$ cat config.mk
export PLATFORM = sky130hd
export DESIGN_NAME = spi_regif
export DESIGN_NICKNAME = d
export VERILOG_FILES = /design/src/rtl/spi_regif_pkg.sv /design/src/rtl/spi_regif_sync.sv /design/src/rtl/spi_regif_engine.sv /design/src/rtl/spi_regif_regs.sv /design/src/rtl/spi_regif.sv
export SDC_FILE = /design/constraint.sdc
export NUM_CORES = 1
export LEC_CHECK = 0
export ABC_CLOCK_PERIOD_IN_PS = 1600
export BUFFER_PORTS_ARGS = -buffer_cell sky130_fd_sc_hd__buf_2
export CAP_MARGIN = 15
export CORE_ASPECT_RATIO = 1.5
export CORE_MARGIN = 2
export CORE_UTILIZATION = 35
export CTS_CLUSTER_SIZE = 16
export DETAILED_ROUTE_END_ITERATION = 12
export GPL_TIMING_DRIVEN = 0
export SKIP_CTS_REPAIR_TIMING = 1
export SLEW_MARGIN = 20
export SYNTH_ARGS = -nofsm -noshare
export SYNTH_HDL_FRONTEND = slang
export SYNTH_SLANG_ARGS = --single-unit
$ cat constraint.sdc
create_clock -name clk -period 1.6 [get_ports clk]
set_input_delay 0.24 -clock clk [delete_from_list [all_inputs] [get_ports clk]]
set_output_delay 0.24 -clock clk [all_outputs]
set_load 0.005 [all_outputs]
$ cat src/rtl/spi_regif_pkg.sv
`timescale 1ns/1ps
package spi_regif_pkg;
  localparam int ADDR_W = 6;
  localparam int DATA_W = 8;

  localparam logic [ADDR_W-1:0] A_IDENT = 6'h0F;
  localparam logic [ADDR_W-1:0] A_CTL1  = 6'h20;
  localparam logic [ADDR_W-1:0] A_CTL2  = 6'h21;
  localparam logic [ADDR_W-1:0] A_CTL3  = 6'h22;
  localparam logic [ADDR_W-1:0] A_HPRST = 6'h23;

  localparam logic [DATA_W-1:0] IDENT_VAL = 8'h3A;
  localparam logic [DATA_W-1:0] CTL1_RST  = 8'h07;
  localparam logic [DATA_W-1:0] CTL2_RST  = 8'h00;
  localparam logic [DATA_W-1:0] CTL3_RST  = 8'h08;

  localparam int BOOT_BIT = 4;  // trim reload request in control byte 2
  localparam int SIM_BIT  = 1;  // 1 = shared data pin

  function automatic logic is_local(input logic [ADDR_W-1:0] a);
    return (a == A_IDENT) || (a == A_CTL1) || (a == A_CTL2) ||
           (a == A_CTL3)  || (a == A_HPRST);
  endfunction
endpackage

$ cat src/rtl/spi_regif_sync.sv
`timescale 1ns/1ps
module spi_regif_sync #(
  parameter int             W       = 4,
  parameter int             STAGES  = 2,
  parameter logic [W-1:0]   RST_VAL = '0
) (
  input  logic         clk,
  input  logic         rst,
  input  logic [W-1:0] d,
  output logic [W-1:0] q
);
  logic [W-1:0] st [STAGES];

  for (genvar g = 0; g < STAGES; g++) begin : g_stage
    if (g == 0) begin : g_first
      always_ff @(posedge clk) begin
        if (rst) st[g] <= RST_VAL;
        else     st[g] <= d;
      end
    end else begin : g_next
      always_ff @(posedge clk) begin
        if (rst) st[g] <= RST_VAL;
        else     st[g] <= st[g-1];
      end
    end
  end

  assign q = st[STAGES-1];
endmodule

$ cat src/rtl/spi_regif_engine.sv
`timescale 1ns/1ps
module spi_regif_engine
  import spi_regif_pkg::*;
(
  input  logic              clk,
  input  logic              rst,
  input  logic              cs_act,
  input  logic              sclk_s,
  input  logic              din,
  input  logic              sim,
  input  logic [DATA_W-1:0] rd_data,
  output logic [ADDR_W-1:0] acc_addr,
  output logic [DATA_W-1:0] acc_wdata,
  output logic              acc_we,
  output logic              acc_re,
  output logic              sdo,
  output logic              sdo_oe
);
  localparam int CNT_W = $clog2(DATA_W);

  logic              sclk_d;
  logic              rise, fall;
  logic [CNT_W-1:0]  bit_cnt;
  logic              cmd_done, rw, inc, rd_p1;
  logic [DATA_W-2:0] rx_sr;
  logic [DATA_W-1:0] tx_sr;
  logic [DATA_W-1:0] byte_in;

  assign rise    = sclk_s & ~sclk_d;
  assign fall    = ~sclk_s & sclk_d;
  assign byte_in = {rx_sr, din};

  always_ff @(posedge clk) begin
    if (rst) sclk_d <= 1'b1;
    else     sclk_d <= sclk_s;
  end

  always_ff @(posedge clk) begin
    if (rst || !cs_act) begin
      bit_cnt   <= '0;
      cmd_done  <= 1'b0;
      rw        <= 1'b0;
      inc       <= 1'b0;
      rd_p1     <= 1'b0;
      rx_sr     <= '0;
      tx_sr     <= '0;
      sdo       <= 1'b0;
      acc_we    <= 1'b0;
      acc_re    <= 1'b0;
      acc_addr  <= '0;
      acc_wdata <= '0;
      sdo_oe    <= 1'b0;
    end else begin
      acc_we <= 1'b0;
      acc_re <= 1'b0;
      rd_p1  <= acc_re;
      sdo_oe <= !sim || (cmd_done && rw);
      if ((acc_we || acc_re) && inc)
        acc_addr <= acc_addr + ADDR_W'(1);
      if (rd_p1) begin
        sdo   <= rd_data[DATA_W-1];
        tx_sr <= {rd_data[DATA_W-2:0], 1'b0};
      end
      if (rise) begin
        rx_sr   <= byte_in[DATA_W-2:0];
        bit_cnt <= bit_cnt + CNT_W'(1);
        if (bit_cnt == CNT_W'(DATA_W-1)) begin
          if (!cmd_done) begin
            cmd_done <= 1'b1;
            rw       <= byte_in[7];
            inc      <= byte_in[6];
            acc_addr <= byte_in[ADDR_W-1:0];
          end else if (!rw) begin
            acc_we    <= 1'b1;
            acc_wdata <= byte_in;
          end
        end
      end
      if (fall && cmd_done && rw) begin
        if (bit_cnt == '0) begin
          acc_re <= 1'b1;
        end else begin
          sdo   <= tx_sr[DATA_W-1];
          tx_sr <= {tx_sr[DATA_W-2:0], 1'b0};
        end
      end
    end
  end

  assert_we_single_R3: assert property (@(posedge clk) disable iff (rst)
    acc_we |=> !acc_we);
  assert_no_mix_R4: assert property (@(posedge clk) disable iff (rst)
    !(acc_we && acc_re));
  assert_oe_idle_R10: assert property (@(posedge clk) disable iff (rst)
    !cs_act |=> !sdo_oe);
  assert_3w_write_quiet_R11: assert property (@(posedge clk) disable iff (rst)
    (sim && !rw) |=> !sdo_oe);
endmodule

$ cat src/rtl/spi_regif_regs.sv
`timescale 1ns/1ps
module spi_regif_regs
  import spi_regif_pkg::*;
#(
  parameter int BOOT_CYCLES = 256
) (
  input  logic              clk,
  input  logic              rst,
  input  logic              wr_en,
  input  logic              rd_en,
  input  logic [ADDR_W-1:0] addr,
  input  logic [DATA_W-1:0] wdata,
  output logic [DATA_W-1:0] rdata,
  output logic [DATA_W-1:0] ctrl1,
  output logic [DATA_W-1:0] ctrl2,
  output logic [DATA_W-1:0] ctrl3,
  output logic              boot_busy,
  output logic              hpf_rst
);
  localparam int CNT_W = $clog2(BOOT_CYCLES + 1);
  localparam logic [DATA_W-1:0] BOOT_MASK = DATA_W'(1) << BOOT_BIT;

  logic [CNT_W-1:0]  boot_cnt;
  logic [DATA_W-1:0] rd_mux;

  always_comb begin
    case (addr)
      A_IDENT: rd_mux = IDENT_VAL;
      A_CTL1:  rd_mux = ctrl1;
      A_CTL2:  rd_mux = ctrl2;
      A_CTL3:  rd_mux = ctrl3;
      default: rd_mux = '0;
    endcase
  end

  always_ff @(posedge clk) begin
    if (rst) begin
      ctrl1     <= CTL1_RST;
      ctrl2     <= CTL2_RST;
      ctrl3     <= CTL3_RST;
      rdata     <= '0;
      hpf_rst   <= 1'b0;
      boot_busy <= 1'b0;
      boot_cnt  <= '0;
    end else begin
      hpf_rst <= rd_en && (addr == A_HPRST);
      if (rd_en) rdata <= rd_mux;
      if (wr_en) begin
        case (addr)
          A_CTL1: ctrl1 <= wdata;
          A_CTL3: ctrl3 <= wdata;
          A_CTL2: begin
            ctrl2 <= wdata | (ctrl2 & BOOT_MASK);
            if (!boot_busy && wdata[BOOT_BIT]) begin
              boot_busy <= 1'b1;
              boot_cnt  <= CNT_W'(BOOT_CYCLES);
            end
          end
          default: ;
        endcase
      end
      if (boot_busy) begin
        if (boot_cnt == CNT_W'(1)) begin
          boot_busy       <= 1'b0;
          ctrl2[BOOT_BIT] <= 1'b0;
        end else begin
          boot_cnt <= boot_cnt - CNT_W'(1);
        end
      end
    end
  end

  assert_boot_bit_R8: assert property (@(posedge clk) disable iff (rst)
    boot_busy |-> ctrl2[BOOT_BIT]);
  assert_boot_clear_R8: assert property (@(posedge clk) disable iff (rst)
    $fell(boot_busy) |-> !ctrl2[BOOT_BIT]);
  assert_hpf_pulse_R9: assert property (@(posedge clk) disable iff (rst)
    hpf_rst |=> !hpf_rst);
endmodule

$ cat src/rtl/spi_regif.sv
`timescale 1ns/1ps
module spi_regif
  import spi_regif_pkg::*;
#(
  parameter int BOOT_CYCLES = 256,
  parameter int SYNC_STAGES = 2
) (
  input  logic              clk,
  input  logic              rst,
  input  logic              cs_n,
  input  logic              sclk,
  input  logic              sdi,
  input  logic              sdio_i,
  output logic              sdo,
  output logic              sdo_oe,
  output logic [ADDR_W-1:0] bus_addr,
  output logic [DATA_W-1:0] bus_wdata,
  output logic              bus_we,
  output logic              bus_re,
  input  logic [DATA_W-1:0] bus_rdata,
  output logic [DATA_W-1:0] ctrl1_o,
  output logic [DATA_W-1:0] ctrl2_o,
  output logic [DATA_W-1:0] ctrl3_o,
  output logic              pwr_on,
  output logic [1:0]        odr_sel,
  output logic              boot_busy,
  output logic              hpf_rst
);
  logic [3:0]        pins_s;
  logic              cs_act, din_sel;
  logic [ADDR_W-1:0] acc_addr;
  logic [DATA_W-1:0] acc_wdata, loc_rdata, rd_data;
  logic              acc_we, acc_re, hit_local, local_q;

  spi_regif_sync #(.W(4), .STAGES(SYNC_STAGES), .RST_VAL(4'b1100)) u_sync (
    .clk (clk),
    .rst (rst),
    .d   ({cs_n, sclk, sdi, sdio_i}),
    .q   (pins_s)
  );

  assign cs_act    = ~pins_s[3];
  assign din_sel   = ctrl2_o[SIM_BIT] ? pins_s[0] : pins_s[1];
  assign hit_local = is_local(acc_addr);

  always_ff @(posedge clk) begin
    if (rst)         local_q <= 1'b0;
    else if (acc_re) local_q <= hit_local;
  end

  assign rd_data = local_q ? loc_rdata : bus_rdata;

  spi_regif_engine u_engine (
    .clk       (clk),
    .rst       (rst),
    .cs_act    (cs_act),
    .sclk_s    (pins_s[2]),
    .din       (din_sel),
    .sim       (ctrl2_o[SIM_BIT]),
    .rd_data   (rd_data),
    .acc_addr  (acc_addr),
    .acc_wdata (acc_wdata),
    .acc_we    (acc_we),
    .acc_re    (acc_re),
    .sdo       (sdo),
    .sdo_oe    (sdo_oe)
  );

  spi_regif_regs #(.BOOT_CYCLES(BOOT_CYCLES)) u_regs (
    .clk       (clk),
    .rst       (rst),
    .wr_en     (acc_we && hit_local),
    .rd_en     (acc_re && hit_local),
    .addr      (acc_addr),
    .wdata     (acc_wdata),
    .rdata     (loc_rdata),
    .ctrl1     (ctrl1_o),
    .ctrl2     (ctrl2_o),
    .ctrl3     (ctrl3_o),
    .boot_busy (boot_busy),
    .hpf_rst   (hpf_rst)
  );

  assign bus_addr  = acc_addr;
  assign bus_wdata = acc_wdata;
  assign bus_we    = acc_we && !hit_local;
  assign bus_re    = acc_re && !hit_local;
  assign pwr_on    = |ctrl1_o[7:6];
  assign odr_sel   = ctrl1_o[5:4];

  assert_local_no_bus_R6: assert property (@(posedge clk) disable iff (rst)
    (bus_we || bus_re) |-> !is_local(bus_addr));
endmodule

After elaboration in Yosys (flattened, before gate mapping)
Memories as Yosys holds them, arrays and structs flattened.
Cells that the tools add are included.
{"block": "op_classes", "n_bitwise": 12, "eq_ne": 7, "n_mux": 34, "addsub": 3, "n_reduce_logical": 30}
{"cell": "2-to-1 mux 9 bit", "count": 5}
{"cell": "2-to-1 mux 8 bit", "count": 4}
{"cell": "one-hot mux 8 bit (4 select lines)", "count": 1}
{"cell": "== test 6 bit, second input constant", "count": 4}
{"cell": "2-to-1 mux 6 bit", "count": 4}
{"cell": "2-to-1 mux 1 bit", "count": 16}
{"cell": "logical AND 1 bit", "count": 10}
{"cell": "2-to-1 mux 5 bit", "count": 2}
{"cell": "== test 9 x 1 -> 1 bit, second input constant", "count": 1}
{"cell": "subtractor 9 x 1 -> 9 bit, second input constant", "count": 1}
{"cell": "2-to-1 mux 4 bit", "count": 2}
{"cell": "bitwise OR 8 x 5 -> 8 bit", "count": 1}
{"cell": "AND reduction 2 bit", "count": 4}
{"cell": "logical OR 1 bit", "count": 7}
{"cell": "inverter 1 bit", "count": 7}
{"cell": "adder 6 x 1 -> 6 bit, second input constant", "count": 1}
{"cell": "== test 6 x 4 -> 1 bit, second input constant", "count": 1}
{"cell": "AND reduction 4 bit", "count": 1}
{"cell": "OR reduction 2 bit", "count": 2}
{"cell": "OR reduction 4 bit", "count": 1}
{"cell": "adder 3 x 1 -> 3 bit, second input constant", "count": 1}
{"cell": "== test 3 bit, second input constant", "count": 1}
{"cell": "zero test 1 bit", "count": 3}
{"cell": "zero test 3 bit", "count": 1}
{"cell": "3 further kinds", "count": 5}
{"block": "word_totals", "ram_bits": 8, "elab_cells": 110, "n_memories": 1, "ff_bits": 85, "output_inout_bits": 47}
{"name": "u_sync.st", "words": 2, "word_bits": 4, "read_ports": 2, "rd_clocked_by_memory_dff": 0, "wr": 2, "line": "spi_regif_sync.sv:12", "rtl": "logic [W-1:0] st [STAGES];"}

Longest topological paths before layout
Gate-level depths: netlist of run 1.
{"block": "logic_depth", "ltp_word": 9, "depth_mapped": 7}

Modules after synthesis
From an unflattened synthesis of run 1, not the netlist that was laid out.
{"block": "hier_totals", "cells_unflattened": 441, "hier_area_um2": 4210.3}
{"mod": "spi_regif_regs", "n_inst": 1, "cells_each": 209, "area_each_um2": 2010.7, "seq_area_each_um2": 860.8}
{"mod": "spi_regif_engine", "n_inst": 1, "cells_each": 189, "area_each_um2": 1747.9, "seq_area_each_um2": 820.8}
{"mod": "spi_regif", "n_inst": 1, "cells_each": 27, "area_each_um2": 241.5, "seq_area_each_um2": 20.0}
{"mod": "spi_regif_sync", "n_inst": 1, "cells_each": 16, "area_each_um2": 210.2, "seq_area_each_um2": 160.2}

Worst setup path before layout of run 1
No wires, ideal clock.
{"block": "synth_timing", "path_kind": "register -> register", "start": "reg u_regs.boot_cnt[1]", "end": "reg u_regs.boot_cnt[5]", "arrival_ns": 1.649, "synth_period_minus_slack_ns": 1.770, "path_stages_with_launch": 7, "path_slack_ns": -0.170, "n_path_buf": 0, "path_cell_list": "dfxtp_1 inv_1 ha_1 nor4b_1 a21bo_1 or3_2 mux2_2"}
{"block": "synth_via", "elab_chain_cells": 3}
{"item": "start, declared", "line": "spi_regif_regs.sv:23", "rtl": "logic [CNT_W-1:0] boot_cnt;"}
{"item": "start signal, assigned", "line": "spi_regif_regs.sv:56", "rtl": "boot_cnt <= CNT_W'(BOOT_CYCLES);"}
{"item": "start signal, assigned", "line": "spi_regif_regs.sv:67", "rtl": "boot_cnt <= boot_cnt - CNT_W'(1);"}
{"item": "subtractor 9 x 1 -> 9 bit or == test 9 x 1 -> 1 bit (tied branches)", "line": "spi_regif_regs.sv:67, spi_regif_regs.sv:63"}
{"item": "2-to-1 mux 9 bit (*)", "line": "spi_regif_regs.sv:63", "rtl": "if (boot_cnt == CNT_W'(1)) begin"}
{"item": "2-to-1 mux 9 bit (*)", "line": "spi_regif_regs.sv:62", "rtl": "if (boot_busy) begin"}
Every way passes the cells marked *; elsewhere a longest branch is shown, timed or not.
A chain may end at the register's enable or synchronous reset.

Worst setup path in the final report of run 1
{"block": "layout_timing", "start": "reg u_engine.acc_addr[2]", "end": "out bus_re"}
{"block": "layout_via", "elab_chain_cells": 7}
{"item": "start, declared", "line": "spi_regif_engine.sv:12", "rtl": "output logic [ADDR_W-1:0] acc_addr,"}
{"item": "start signal, assigned", "line": "spi_regif_engine.sv:59", "rtl": "acc_addr <= acc_addr + ADDR_W'(1);"}
{"item": "start signal, assigned", "line": "spi_regif_engine.sv:72", "rtl": "acc_addr <= byte_in[ADDR_W-1:0];"}
{"item": "== test 6 x 4 -> 1 bit or == test 6 bit (tied branches)", "line": "spi_regif_pkg.sv:21", "rtl": "return (a == A_IDENT) || (a == A_CTL1) || (a == A_CTL2) ||"}
{"item": "logical OR 1 bit (3 in a row)", "line": "spi_regif_pkg.sv:21"}
{"item": "logical OR 1 bit (*)", "line": "spi_regif_pkg.sv:22", "rtl": "(a == A_CTL3) || (a == A_HPRST);"}
{"item": "zero test 1 bit (*)", "line": "spi_regif.sv:87", "rtl": "assign bus_re = acc_re && !hit_local;"}
{"item": "logical AND 1 bit (*)", "line": "spi_regif.sv:87"}
{"item": "end, declared", "line": "spi_regif.sv:19", "rtl": "output logic bus_re,"}
Marks and branches as above.

==> impl_metrics.env, run 1 <==
export IMPL_status="finished, violations left"
export IMPL_failed_checks="negative setup slack"
export IMPL_ant_nets=0
export IMPL_synthCells=442
export IMPL_p_comb_share_pct=2.0
export IMPL_final_nets=557
export IMPL_initial_core_util_pct=36.1
export IMPL_syn_nets=465
export IMPL_ys_ff_latch=93
export IMPL_vias_per_cell=5.14
export IMPL_slew_viol_final=0
export IMPL_antenna_cells=0
export IMPL_ys_types=51
export IMPL_clkPwrFrac_pct=48.7
export IMPL_worst_pin_slew_ns=0.659
export IMPL_syn_cell_area_um2=4010
export IMPL_yosys_warnings=0
export IMPL_grt_max_degree=17
export IMPL_start_kind="register"
export IMPL_critical_path_buf_inv_count=3
export IMPL_wirelength_mm=11.1
export IMPL_mostFrequentLayoutCell="dfxtp_1"
export IMPL_cp_max_fo=4
export IMPL_cap_violations=0
export IMPL_gr_usage_met2_pct=31.0
export IMPL_fillers=1018
export IMPL_period_needed_ns=2.04
export IMPL_seqPwrFrac_pct=49.3
export IMPL_syn2layout_area_growth_pct=33.7
export IMPL_drive_gt1_share_pct=32.8
export IMPL_io_pins=61
export IMPL_end_kind="output pin"
export IMPL_max_stage_delay_ns=0.47
export IMPL_finalHoldWorstSlack_ns=0.0841
export IMPL_final_core_util_pct=48.2
export IMPL_grt_pass1_wl_mm=16.6
export IMPL_rsz0062_at_grt="yes"
export IMPL_cp_slowest_cell="or4b_4"
export IMPL_first_iter_violations=192
export IMPL_clkTransAtPathRegs_ns=0.06
export IMPL_post_route_drc_count=0
export IMPL_dr_pass1_iters=7
export IMPL_clk_latency_ns=0.34
export IMPL_antenna_found_initial=0
export IMPL_critical_path_required_ns=1.36
export IMPL_globalplace_congestion=0.770
export IMPL_grt_pass1_vias=3189
export IMPL_powerDensity_nw_per_um2=879
export IMPL_dr_total_vias=3523
export IMPL_path_class="reg -> out"
export IMPL_syn_avg_cell_area_um2=9.07
export IMPL_h_tree_depth=3
export IMPL_hp_class="in -> reg"
export IMPL_std_cell_rows=47
export IMPL_wire_per_inst_um=16.1
export IMPL_cts_tree="done"
export IMPL_clockBufferDepth=2
export IMPL_port_buffers=60
export IMPL_clock_root_buffer="clkbuf_16"
export IMPL_switching_share_pct=20.8
export IMPL_gr_total_overflow=0
export IMPL_cp_cell_sequence="buf_8 -> or4b_4 -> buf_6 -> nor2_4 -> nor2_4 -> and2_4 -> buf_6"
export IMPL_max_freq_mhz=490
export IMPL_postSynth_asyncResetShare_pct=0
export IMPL_layout_common_cells="dfxtp_1, buf_2, nor2_1"
export IMPL_leakagePower_nw=1.98
export IMPL_setup_violations=42
export IMPL_hpwl_mm=7.87
export IMPL_irDropWorstVdd_v=0.000454
export IMPL_grtUsageMet1_pct=20.1
export IMPL_p_sw_mw=0.980
export IMPL_critical_path_top_delay_family="simple AND/OR/NAND/NOR gates"
export IMPL_coreArea_um2=11100
export IMPL_p_int_mw=3.73
export IMPL_slew_headroom_pct=56.1
export IMPL_grt_most_used_layer="met2"
export IMPL_hold_violations=0
export IMPL_die_y_um=135
export IMPL_grt_use_met3_pct=3.24
export IMPL_die_area_um2=12300
export IMPL_grt_usage_pct=17.2
export IMPL_ys_seq_area_share_pct=46.4
export IMPL_cts_buffers=9
export IMPL_finalSetupTns_ns=-7.11
export IMPL_fin_crit_sh_pct=128
export IMPL_synth_edf_count=0
export IMPL_reg2reg_setup_slack_ns=-0.31
export IMPL_fin_skew_ns=0.00587
export IMPL_crit_arrival_ns=1.80
export IMPL_setup_ws_ns=-0.440
export IMPL_die_w_um=91.4
export IMPL_cts_sinks=93
export IMPL_synthFlopType="dfxtp_1"
## worst paths after layout
| check | depth (start not counted) | end | start |
|---|---|---|---|
| hold reg to reg | 1 | u_sync.st[1][2]$_SDFF_PP1_ | u_sync.st[0][2]$_SDFF_PP1_ |
| hold / removal | 2 | u_sync.st[0][2]$_SDFF_PP1_ | sclk |
| setup / recovery | 7 | bus_re | u_engine.acc_addr[2]$_SDFF_PP0_ |
| setup reg to reg | 4 | u_regs.boot_cnt[7]$_SDFF_PP0_ | u_regs.boot_cnt[0]$_SDFF_PP0_ |
## power groups by stage
stage / sequential, mW / combinational (mW) / clock (mW)
floorplan: 2.38 / 0.0538 / 0
CTS: 2.33 / 0.0936 / 2.35
global route: 2.32 / 0.105 / 2.43
detailed placement: 2.38 / 0.0932 / 0
global placement: 2.38 / 0.0915 / 0
finish: 2.32 / 0.0946 / 2.29
## state kept, by name (all words and copies together), names as in the netlist, 8 cells and up
name,count
u_engine.tx_sr,8
u_engine.acc_wdata,8
u_regs.ctrl1,8
u_regs.ctrl3,8
u_regs.ctrl2,8
u_regs.rdata,8
u_sync.st,8
u_regs.boot_cnt,9
## routing by layer
metal  up-vias  share of wire [%]
met1      1699                 40
met3        14                3.9
met5         -                  0
met2        78                 55
met4         0                1.6
li1       1732                  -
## cells in the mapped netlist, types with 2 or more instances
library cell / count / area, um2
dfxtp_1: 93 / 1860
nor2_1: 56 / 210
nand2_1: 45 / 169
mux2i_1: 41 / 410
a21oi_1: 37 / 185
clkbuf_1: 23 / 86.3
a211oi_1: 11 / 82.6
inv_1: 10 / 37.5
nor2b_1: 10 / 62.6
ha_1: 9 / 113
o2bb2ai_1: 8 / 70.1
o21ai_0: 7 / 35.0
or2_2: 7 / 43.8
nand2b_1: 6 / 37.5
nor3_1: 5 / 25.0
xnor2_1: 5 / 43.8
a222oi_1: 4 / 40.0
and3_1: 4 / 25.0
buf_2: 4 / 20.0
nand3b_1: 4 / 30.0
nor3b_1: 4 / 30.0
or3_1: 4 / 25.0
and2_1: 3 / 18.8
buf_4: 3 / 22.5
nand3_1: 3 / 15.0
nand4b_1: 3 / 26.3
o221ai_1: 3 / 26.3
or4_1: 3 / 22.5
mux2_2: 2 / 22.5
nor4_1: 2 / 12.5
nor4b_1: 2 / 17.5
o21ai_1: 2 / 10.0
## stage by stage
stage	power [mW]	instances	setup WS, ns	cell area [um2]
finish	4.71	686	-0.440	5360
global route	4.86	686	-0.480	5360
CTS	4.77	665	-0.848	4870
detailed placement	2.47	649	-0.468	4550
global placement	2.47	649	-0.427	4550
floorplan	2.43	442	-0.159	4060
## cells by family after synthesis
| group | Yosys count | synth area share, % |
|---|---|---|
| AND/OR/NAND/NOR | 170 | 21.4 |
| flip-flops | 93 | 46.4 |
| AO/OA/AOI/OAI | 82 | 13.3 |
| multiplexers | 43 | 10.8 |
| buffers and inverters | 40 | 4.15 |
| adder cells (fa/ha/maj) | 9 | 2.81 |
| XOR/XNOR | 5 | 1.09 |
## layout make-up
cell class                 count  area (um2)  area share [%]
multi-input combinational    309        2230            41.7
sequential                    93        1880            35.1
timing repair buffer          85         520            9.71
clock buffer                   9         225            4.20
tap                          147         184            3.43
buffer                        26         176            3.29
clock inverter                 7        97.6            1.82
inverter                      10        37.5           0.700
Note: power is estimated with default switching activity, not from simulation.
==> run 2: changes to the inputs <==
Settings changed: GPL_TIMING_DRIVEN 0 to unset.
==> run 2 against run 1 <==
Effect of this change:
- clock-buffer cell count up 5
- power down 6.2%
- first-iteration DRC count down 11%
- highest routed layer unchanged
- die area unchanged
- the flow still finishes with violations (negative setup slack)
- via count up 0.51%
- critical path depth down 2
==> impl_metrics.env, run 2 (synthesis gave the netlist of run 1 again) <==
export IMPL_status="finished, violations left"
export IMPL_failed_checks="negative setup slack"
export IMPL_dr_total_vias=3541
export IMPL_clk_latency_ns=0.34
export IMPL_grt_pass1_vias=3313
export IMPL_die_y_um=135
export IMPL_cts_tree="done"
export IMPL_mostFrequentLayoutCell="dfxtp_1"
export IMPL_powerDensity_nw_per_um2=806
export IMPL_reg2reg_setup_slack_ns=-0.25
export IMPL_coreArea_um2=11100
export IMPL_io_pins=61
export IMPL_fin_crit_sh_pct=117
export IMPL_hold_end="u_sync.st[0][2]$_SDFF_PP1_"
export IMPL_rr_endpoint="u_regs.boot_cnt[7]$_SDFF_PP0_"
export IMPL_holdPathStages=2
export IMPL_drive_gt1_share_pct=35.0
export IMPL_cts_sinks=93
export IMPL_wire_per_inst_um=15.2
export IMPL_gr_total_overflow=0
export IMPL_clkPwrFrac_pct=45.2
export IMPL_clockBufferDepth=2
export IMPL_cp_slowest_cell="or4b_4"
export IMPL_ant_nets=0
export IMPL_stdcell_area_um2=5480
export IMPL_dr_pass1_iters=4
export IMPL_r2r_start="u_regs.boot_cnt[0]$_SDFF_PP0_"
export IMPL_path_class="reg -> out"
export IMPL_p_sw_mw=0.883
export IMPL_end_kind="output pin"
export IMPL_cp_max_fo=3
export IMPL_clock_root_buffer="clkbuf_16"
export IMPL_p_int_mw=3.54
export IMPL_rsz0062_at_grt="yes"
export IMPL_die_w_um=91.4
export IMPL_post_route_drc_count=0
export IMPL_wirelength_mm=10.7
export IMPL_setup_ws_ns=-0.271
export IMPL_h_tree_depth=3
export IMPL_clkTransAtPathRegs_ns=0.06
export IMPL_start_kind="register"
export IMPL_syn2layout_area_growth_pct=36.8
export IMPL_max_stage_delay_ns=0.56
export IMPL_crit_arrival_ns=1.63
export IMPL_power_total_mw=4.42
export IMPL_grt_pass1_wl_mm=16.2
export IMPL_max_freq_mhz=535
export IMPL_leakagePower_nw=2.11
export IMPL_place_area_um2=4880
export IMPL_largest_register="u_regs.boot_cnt"
export IMPL_vias_per_cell=5.05
export IMPL_cp_cell_sequence="or4b_4 -> nor2_4 -> nor2_2 -> and2_1 -> buf_2"
export IMPL_globalplace_congestion=0.804
export IMPL_cts_buffers=9
export IMPL_die_area_um2=12300
export IMPL_worstHoldStart="sclk"
export IMPL_r2r_cells=4
export IMPL_antenna_cells=0
export IMPL_std_cell_rows=47
export IMPL_slew_headroom_pct=60.2
export IMPL_p_comb_share_pct=2.2
export IMPL_worst_pin_slew_ns=0.597
export IMPL_grt_max_degree=31
export IMPL_hp_class="in -> reg"
export IMPL_port_buffers=60
export IMPL_largest_reg_flops=9
export IMPL_slew_viol_final=0
export IMPL_irDropWorstVdd_v=0.000436
export IMPL_cap_violations=0
export IMPL_period_needed_ns=1.87
export IMPL_grt_usage_pct=16.6
export IMPL_switching_share_pct=20.0
export IMPL_setup_violations=35
export IMPL_hpwl_mm=7.90
export IMPL_initial_core_util_pct=36.1
export IMPL_first_iter_violations=171
export IMPL_layout_common_cells="dfxtp_1, buf_2, buf_4"
export IMPL_antenna_found_initial=0
export IMPL_hold_violations=0
export IMPL_fin_skew_ns=0.00748
export IMPL_final_nets=573
export IMPL_seqPwrFrac_pct=52.6
export IMPL_critical_path_required_ns=1.36
run 2: cell count changes in the layout (fill, tap and decap cells not counted), sizes merged:
cell and change:
clkinvlp -2, buf +31, clkbuf -10, bufinv -2
inv -2
run 2: per-layer routing:
metal	vias to the layer above	wire length, um	global-route usage, %
met3	20	450	3.85
met1	1689	4270	18.4
met5	-	0	0
met4	0	251	7.49
met2	68	5700	29.9
li1	1764	-	-
run 2: stage by stage:
step | worst slack (ns) | hold slack [ns] | util [%] | TNS (ns) | std cells
floorplan | -0.159 | 0.344 | - | -1.38 | 442
global placement | -0.264 | 0.392 | 43.9 | -2.60 | 679
detailed placement | -0.287 | 0.396 | 43.9 | -3.71 | 679
CTS | -0.469 | 0.0728 | 46.4 | -5.00 | 694
global route | -0.339 | 0.0908 | 49.3 | -4.60 | 701
finish | -0.271 | 0.0842 | 49.3 | -2.70 | 701
run 2: how the worst max path moves through the flow:
stage | start | to | slack, ns
final | u_engine.acc_addr[4]$_SDFF_PP0_ | bus_re | -0.27
after global routing | u_engine.acc_addr[1]$_SDFF_PP0_ | bus_we | -0.34
after CTS | u_engine.acc_addr[0]$_SDFF_PP0_ | bus_we | -0.47
after detailed placement | u_regs.boot_cnt[1]$_SDFF_PP0_ | u_regs.boot_cnt[5]$_SDFF_PP0_ | -0.29
after global placement | u_regs.boot_cnt[1]$_SDFF_PP0_ | u_regs.boot_cnt[5]$_SDFF_PP0_ | -0.26
after floorplan | u_regs.boot_cnt[0]$_SDFF_PP0_ | u_regs.boot_cnt[7]$_SDFF_PP0_ | -0.16
run 2: area by class of cell:
class	count	area [um2]
clock buffers	14	274
clock inverters	1	5.00
fillers	1059	5630
inverters	10	40.0
multi-input cells	309	2240
flip-flops and latches	93	1870
well taps	147	184
repair buffers	127	867
run 2: worst max-delay path, delay by kind of cell (launching register included):
kind	cells	cell delay [ns]
DFF	1	0.31
buffers and inverters	1	0.12
and+or+nand+nor	4	0.86
run 2: power groups by stage:
stage | combinational, mW | sequential (mW) | clock, mW
6_report | 0.0976 | 2.33 | 2.00
5_1_grt | 0.107 | 2.33 | 2.13
4_1_cts | 0.0964 | 2.33 | 2.03
3_5_place_dp | 0.0967 | 2.38 | 0
3_3_place_gp | 0.0953 | 2.38 | 0
2_1_floorplan | 0.0538 | 2.38 | 0
